==> src/rtl/lpm_pkg.sv <==
package lpm_pkg;

   typedef enum logic [1:0] {
      LS_U0 = 2'd0,
      LS_U1 = 2'd1,
      LS_U2 = 2'd2,
      LS_U3 = 2'd3
   } link_st_e;

endpackage

==> src/rtl/lpm_idle_timer.sv <==
module lpm_idle_timer #(
   parameter int TW = 12
) (
   input  logic          clk,
   input  logic          rst_n,
   input  logic          clr,
   input  logic [TW-1:0] lim_a,
   input  logic [TW-1:0] lim_b,
   output logic          hit_a,
   output logic          hit_b
);
   localparam logic [TW-1:0] CNT_MAX = {TW{1'b1}};

   logic [TW-1:0] cnt;
   logic [TW:0]   cnt_next;

   always_ff @(posedge clk) begin
      if (!rst_n || clr) begin
         cnt <= '0;
      end else if (cnt != CNT_MAX) begin
         cnt <= cnt + 1'b1;
      end
   end

   // the edge being evaluated is counted, so a limit of L fires on the L-th idle edge
   assign cnt_next = {1'b0, cnt} + 1'b1;
   assign hit_a    = (lim_a != '0) && (cnt_next >= {1'b0, lim_a});
   assign hit_b    = (lim_b != '0) && (cnt_next >= {1'b0, lim_b});

   a_r4_zero_limit_silent: assert property (@(posedge clk) disable iff (!rst_n)
      (lim_a == '0) |-> !hit_a);
endmodule

==> src/rtl/lpm_exit_ctr.sv <==
module lpm_exit_ctr #(
   parameter int LW = 8
) (
   input  logic          clk,
   input  logic          rst_n,
   input  logic          load,
   input  logic          abort,
   input  logic [LW-1:0] lat,
   output logic          busy,
   output logic          last
);
   logic [LW-1:0] cnt;

   always_ff @(posedge clk) begin
      if (!rst_n || abort) begin
         cnt <= '0;
      end else if (load) begin
         cnt <= (lat == '0) ? {{(LW-1){1'b0}}, 1'b1} : lat;
      end else if (cnt != '0) begin
         cnt <= cnt - 1'b1;
      end
   end

   assign busy = (cnt != '0);
   assign last = (cnt == {{(LW-1){1'b0}}, 1'b1});

   a_r7_load_sets_busy: assert property (@(posedge clk) disable iff (!rst_n)
      (load && !abort) |=> busy);
endmodule

==> src/rtl/lpm_port_fsm.sv <==
module lpm_port_fsm
   import lpm_pkg::*;
#(
   parameter int TW = 12,
   parameter int LW = 8
) (
   input  logic          clk,
   input  logic          rst_n,
   input  logic          act_valid,
   input  logic          act_is_ts,
   input  logic          wake_req,
   input  logic          cmd_valid,
   input  logic          cmd_u3,
   input  logic [TW-1:0] u1_lim,
   input  logic [TW-1:0] u2_lim,
   input  logic [LW-1:0] u1_lat,
   input  logic [LW-1:0] u2_lat,
   output link_st_e      st,
   output logic          busy
);
   link_st_e      st_n;
   logic          real_act;
   logic          go_u3;
   logic          go_u0;
   logic          tmr_clr;
   logic          ex_load;
   logic          ex_abort;
   logic          ex_last;
   logic          hit1;
   logic          hit2;
   logic          u1_on;
   logic [LW-1:0] ex_lat;

   assign real_act = act_valid && !act_is_ts;
   assign go_u3    = cmd_valid && cmd_u3;
   assign go_u0    = cmd_valid && !cmd_u3;
   assign u1_on    = (u1_lim != '0);

   lpm_idle_timer #(.TW(TW)) u_tmr (
      .clk   (clk),
      .rst_n (rst_n),
      .clr   (tmr_clr),
      .lim_a (u1_lim),
      .lim_b (u2_lim),
      .hit_a (hit1),
      .hit_b (hit2)
   );

   lpm_exit_ctr #(.LW(LW)) u_exit (
      .clk   (clk),
      .rst_n (rst_n),
      .load  (ex_load),
      .abort (ex_abort),
      .lat   (ex_lat),
      .busy  (busy),
      .last  (ex_last)
   );

   always_comb begin
      st_n     = st;
      tmr_clr  = 1'b0;
      ex_load  = 1'b0;
      ex_abort = 1'b0;
      ex_lat   = u2_lat;
      if (go_u3) begin
         st_n     = LS_U3;
         tmr_clr  = 1'b1;
         ex_abort = 1'b1;
      end else if (busy) begin
         tmr_clr = 1'b1;
         if (ex_last) begin
            st_n = LS_U0;
         end
      end else begin
         unique case (st)
            LS_U0: begin
               if (real_act || go_u0) begin
                  tmr_clr = 1'b1;
               end else if (u1_on && hit1) begin
                  st_n    = LS_U1;
                  tmr_clr = 1'b1;
               end else if (!u1_on && hit2) begin
                  st_n    = LS_U2;
                  tmr_clr = 1'b1;
               end
            end
            LS_U1: begin
               if (real_act || wake_req || go_u0) begin
                  ex_load = 1'b1;
                  ex_lat  = u1_lat;
                  tmr_clr = 1'b1;
               end else if (hit2) begin
                  st_n    = LS_U2;
                  tmr_clr = 1'b1;
               end
            end
            LS_U2: begin
               if (real_act || wake_req || go_u0) begin
                  ex_load = 1'b1;
                  tmr_clr = 1'b1;
               end
            end
            default: begin
               if (go_u0) begin
                  ex_load = 1'b1;
                  tmr_clr = 1'b1;
               end
            end
         endcase
      end
   end

   always_ff @(posedge clk) begin
      if (!rst_n) begin
         st <= LS_U0;
      end else begin
         st <= st_n;
      end
   end

   a_r7_busy_not_in_u0: assert property (@(posedge clk) disable iff (!rst_n)
      busy |-> (st != LS_U0));
   a_r7_no_instant_exit: assert property (@(posedge clk) disable iff (!rst_n)
      (st != LS_U0 && !busy && !go_u3) |=> (st != LS_U0));
   a_r9_u3_cmd: assert property (@(posedge clk) disable iff (!rst_n)
      go_u3 |=> (st == LS_U3 && !busy));
   a_r10_u3_sticky: assert property (@(posedge clk) disable iff (!rst_n)
      (st == LS_U3 && !busy && !cmd_valid) |=> (st == LS_U3 && !busy));
   a_r9_u3_only_by_cmd: assert property (@(posedge clk) disable iff (!rst_n)
      (st != LS_U3 && !go_u3) |=> (st != LS_U3));
   a_r5_ts_no_wake: assert property (@(posedge clk) disable iff (!rst_n)
      ((st == LS_U1 || st == LS_U2) && !busy && act_is_ts && !wake_req && !cmd_valid)
      |=> !busy);
endmodule

==> src/rtl/lpm_uplink_merge.sv <==
module lpm_uplink_merge
   import lpm_pkg::*;
#(
   parameter int NPORTS = 4
) (
   input  logic                    clk,
   input  logic                    rst_n,
   input  logic [2*NPORTS-1:0]     st_flat,
   input  logic [NPORTS-1:0]       busy,
   output link_st_e                up_target
);
   link_st_e chain [NPORTS+1];
   link_st_e eff   [NPORTS];

   assign chain[0] = LS_U3;

   for (genvar i = 0; i < NPORTS; i++) begin : g_min
      assign eff[i]     = busy[i] ? LS_U0 : link_st_e'(st_flat[2*i +: 2]);
      assign chain[i+1] = (eff[i] < chain[i]) ? eff[i] : chain[i];

      a_r11_not_deeper: assert property (@(posedge clk) disable iff (!rst_n)
         up_target <= link_st_e'(st_flat[2*i +: 2]));
      a_r11_exit_wakes_up: assert property (@(posedge clk) disable iff (!rst_n)
         busy[i] |-> (up_target == LS_U0));
   end

   assign up_target = chain[NPORTS];
endmodule

==> src/rtl/lpm_hub_ctrl.sv <==
module lpm_hub_ctrl
   import lpm_pkg::*;
#(
   parameter int NPORTS = 4,
   parameter int TW     = 12,
   parameter int LW     = 8
) (
   input  logic                clk,
   input  logic                rst_n,
   input  logic [NPORTS-1:0]   act_valid,
   input  logic [NPORTS-1:0]   act_is_ts,
   input  logic [NPORTS-1:0]   wake_req,
   input  logic [NPORTS-1:0]   cmd_valid,
   input  logic [NPORTS-1:0]   cmd_u3,
   input  logic [TW-1:0]       u1_idle_limit,
   input  logic [TW-1:0]       u2_idle_limit,
   input  logic [LW-1:0]       u1_exit_lat,
   input  logic [LW-1:0]       u2_exit_lat,
   output logic [2*NPORTS-1:0] port_state,
   output logic [NPORTS-1:0]   exit_busy,
   output logic [1:0]          up_target
);
   localparam int SW = 2 * NPORTS;

   if (NPORTS < 1) begin : g_bad_ports
      $error("lpm_hub_ctrl: NPORTS must be at least 1");
   end
   if (TW < 2) begin : g_bad_tw
      $error("lpm_hub_ctrl: TW must be at least 2");
   end
   if (LW < 1) begin : g_bad_lw
      $error("lpm_hub_ctrl: LW must be at least 1");
   end

   link_st_e         up_st;
   logic [SW-1:0]    st_flat;

   for (genvar p = 0; p < NPORTS; p++) begin : g_port
      link_st_e st_p;

      lpm_port_fsm #(.TW(TW), .LW(LW)) u_fsm (
         .clk       (clk),
         .rst_n     (rst_n),
         .act_valid (act_valid[p]),
         .act_is_ts (act_is_ts[p]),
         .wake_req  (wake_req[p]),
         .cmd_valid (cmd_valid[p]),
         .cmd_u3    (cmd_u3[p]),
         .u1_lim    (u1_idle_limit),
         .u2_lim    (u2_idle_limit),
         .u1_lat    (u1_exit_lat),
         .u2_lat    (u2_exit_lat),
         .st        (st_p),
         .busy      (exit_busy[p])
      );

      assign st_flat[2*p +: 2] = st_p;
   end

   lpm_uplink_merge #(.NPORTS(NPORTS)) u_merge (
      .clk       (clk),
      .rst_n     (rst_n),
      .st_flat   (st_flat),
      .busy      (exit_busy),
      .up_target (up_st)
   );

   assign port_state = st_flat;
   assign up_target  = up_st;

   a_r1_reset_idle: assert property (@(posedge clk)
      !rst_n |=> (port_state == '0 && exit_busy == '0));
endmodule

==> config.mk <==
export PLATFORM = sky130hd
export DESIGN_NAME = lpm_hub_ctrl
export DESIGN_NICKNAME = d
export VERILOG_FILES = /design/src/rtl/lpm_pkg.sv /design/src/rtl/lpm_idle_timer.sv /design/src/rtl/lpm_exit_ctr.sv /design/src/rtl/lpm_port_fsm.sv /design/src/rtl/lpm_uplink_merge.sv /design/src/rtl/lpm_hub_ctrl.sv
export SDC_FILE = /design/constraint.sdc
export NUM_CORES = 1
export LEC_CHECK = 0
export BUFFER_PORTS_ARGS = -buffer_cell sky130_fd_sc_hd__buf_2
export CAP_MARGIN = 20
export CORE_MARGIN = 5
export CORE_UTILIZATION = 44
export CTS_CLUSTER_DIAMETER = 40
export DETAILED_ROUTE_END_ITERATION = 16
export HOLD_SLACK_MARGIN = 0.03
export MAX_ROUTING_LAYER = met4
export PLACE_DENSITY = 0.68
export SKIP_CTS_REPAIR_TIMING = 1
export SYNTH_ARGS = -nofsm -noshare
export SYNTH_HDL_FRONTEND = slang
export SYNTH_HIERARCHICAL = 1
export SYNTH_SLANG_ARGS = --single-unit
==> constraint.sdc <==
create_clock -name clk -period 8 [get_ports clk]
set_input_delay 1.6 -clock clk [delete_from_list [all_inputs] [get_ports clk]]
set_output_delay 1.6 -clock clk [all_outputs]
set_load 0.01 [all_outputs]
==> reports/metrics.yaml <==
hp-start: "g_port[3].u_fsm/u_tmr/cnt[9]"
clock_path_buffers: 2
synth-edff-count: 0
leakagePower_uw: 0.00482
syn_area_sq_um: 9220
max_stage_delay_ns: 0.44
drv_slew: 0
register_area_sq_um: 1760
max_freq_mhz: 206
mostFrequentLayoutCells: "176 x inv_1, 134 x ha_1, 88 x dfxtp_1"
wl_per_cell_um: 16.1
num_vias: 8281
endpoint_kind: "output port"
rsz0062_at_grt: "false"
maxCapViolations: 0
path_cells: "nor4_4 -> nand3_2 -> nor2b_1 -> ha_1 -> ha_1 -> inv_1 -> ha_1 -> nor2b_1 -> a21oi_1 -> a221oi_2 -> buf_2"
power.density_nw_per_um2: 208
core_sq_um: 20800
drt-pass1-iter-count: 5
dieArea_sq_um: 24000
worst-slew-pin-transition_ns: 0.835
regToRegStartpoint: "g_port[3].u_fsm/u_tmr/cnt[0]"
syn2layout_area_growth_pct: 9.94
first_iter_violations: 437
drc: 0
ant_nets: 0
cpMostUsedCell: "ha_1"
critPathKind: "reg -> out"
avgViaCountPerCell: 5.56
hpwl_um: 18700
pwr-share-comb: 0.497
stdcell_area_sq_um: 10100
period_minus_slack_ns: 4.85
fillCellCount: 2093
h-tree-depth: 3
fin_util: 0.487
maxSlewHeadroom: 0.442
drive_above_1_share: 0.166
critPathSlowestCell: "nor4_4"
synth_area_leaders: "dfxtp_1 19%, ha_1 18%, inv_1 7.2%"
gr-total-overflow: 0
dieHeight_um: 155
io_buffers: 75
synth_top_area_frac: 0.191
power_frac_seq: 0.295
wl_um: 24000
cp.required_ns: 6.40
outcome: "completed"
cts_tree: "yes"
async_reset_ff_frac: 0
reg2reg_slack_ns: 3.93
swShare: 0.417
hold_viol: 0
setup_viol: 0
crit_path_start_kind: "flop"
ys_types: 66
rows: 53
crit_fanout: 14
syn_avg_cell_area_sq_um: 8.10
post-place-ws_ns: 3.46
p_int_uw: 1230
tns_ns: 0
antenna_found_initial: 0
grt_pass1_vias: 8170
hold_depth: 1
p_switching_uw: 878
yosys.area.top_type: "dfxtp_1"
post-route-period-util: 0.606
worstPathArrival_ns: 3.25
start_util: 0.443
cts_made_buffers: 9
yosys_most_used_dff: "dfxtp_1"
ios: 76
worst_slack_ns: 3.15
grt_max_degree: 21
ys_seq_area_frac: 0.191
min_to: "g_port[3].u_fsm/u_tmr/cnt[9]"
die_w_um: 155
syn-instance-count: 1139
clk-insertion-delay-late_ns: 0.36
diodes: 0
clkPwrFrac: 0.209
final_nets: 1405
min_path_type: "reg -> reg"
synth_fp_nets: 1335
dpl_cell_area_sq_um: 9840
final_common_cell: "inv_1"
clock-skew-final_ns: 0.00817
reg2reg_depth: 16
root_buffer: "clkbuf_16"
peakVddDrop_mv: 0.215
synth_warnings: 6
grt_pass1_wl_um: 39800
ys_seq_elements: 88
multi_input_area_sq_um: 6700
crit_start: "g_port[1].u_fsm/u_exit/cnt[2]"
numClockSinks: 88
gp_congestion: 0.889
clkSlewWorstSetupHoldPaths_ns: 0.07
grtUsageTotal: 0.207
worstReg2RegEnd: "g_port[3].u_fsm/u_tmr/cnt[9]"
## final cells by class
| cell class | instances | share of cell area |
|---|---|---|
| clock buffers | 10 | 0.0226 |
| repair buffers | 75 | 0.0370 |
| flip-flops and latches | 88 | 0.174 |
| clock inverters | 6 | 0.00679 |
| inverters | 176 | 0.0652 |
| multi-input cells | 859 | 0.661 |
| well taps | 275 | 0.0339 |
## through the flow
stage	power, uW	std cells	hold slack, ns
final	2110	1489	0.501
after floorplan	1420	1139	0.452
after global routing	2290	1489	0.516
after detailed placement	1670	1473	0.486
after CTS	2130	1489	0.496
after global placement	1650	1473	0.467
## registers in the layout, summed over array words and instances (netlist names)
| name | flops |
|---|---|
| g_port.u_fsm/st | 8 |
| g_port.u_fsm/u_exit/cnt | 32 |
| g_port.u_fsm/u_tmr/cnt | 48 |
## how the worst max path moves through the flow
stage / slack, ns / to / cells after the start
6_report: 3.15 / up_target[0] / 11
5_1_grt: 2.94 / up_target[0] / 11
4_1_cts: 3.16 / up_target[0] / 11
3_5_place_dp: 3.46 / g_port[2].u_fsm/u_tmr/cnt[9] / 15
3_3_place_gp: 3.56 / g_port[3].u_fsm/u_tmr/cnt[9] / 15
2_1_floorplan: 4.11 / up_target[0] / 10
## power groups by stage
| stage | clock [uW] | sequential [uW] | combinational [uW] |
|---|---|---|---|
| 3_5_place_dp | 0 | 632 | 1040 |
| 4_1_cts | 455 | 621 | 1050 |
| 3_3_place_gp | 0 | 630 | 1020 |
| 6_report | 440 | 621 | 1050 |
| 2_1_floorplan | 0 | 612 | 804 |
| 5_1_grt | 474 | 634 | 1180 |
## critical path, delay by kind of cell (launching register included)
family                     cells  cell delay, ns
AOI/OAI and AO/OA              2            0.36
adders and majority gates      3            0.68
buffers and inverters          2            0.22
DFF                            1            0.36
and+or+nand+nor                4            1.26
## cells in the mapped netlist (6+ instances only)
cell,number
a21o_1,8
nand2_1,66
nor3_1,20
a31oi_1,8
buf_2,8
o21ai_0,50
a41oi_2,6
nand4_1,6
a211o_1,6
ha_1,134
nor3b_1,6
a211oi_1,14
nand2b_1,16
xor2_1,24
inv_1,176
mux2_2,32
a21oi_1,85
nor4_1,46
and3_1,12
nor2_1,84
o211ai_1,8
nand3_2,6
and3_2,6
xnor2_1,44
mux2i_1,16
dfxtp_1,88
nand3_1,26
nor2b_1,16
## routing by layer
metal	global-route usage	up-vias	share of wire
li1	-	4169	-
met3	0.0372	42	0.055
met5	-	-	0
met1	0.271	3866	0.47
met2	0.328	204	0.46
met4	0.0589	0	0.021
## kinds of logic after synthesis
| kind of cell | after synthesis | share of synthesized area |
|---|---|---|
| multiplexers | 48 | 0.0564 |
| adder cells (fa/ha/maj) | 134 | 0.182 |
| XOR/XNOR | 68 | 0.0646 |
| AND/OR/NAND/NOR | 374 | 0.243 |
| AO/OA/AOI/OAI | 235 | 0.180 |
| buffers and inverters | 192 | 0.0825 |
| flip-flops | 88 | 0.191 |
(Power assumes the default switching activity.)
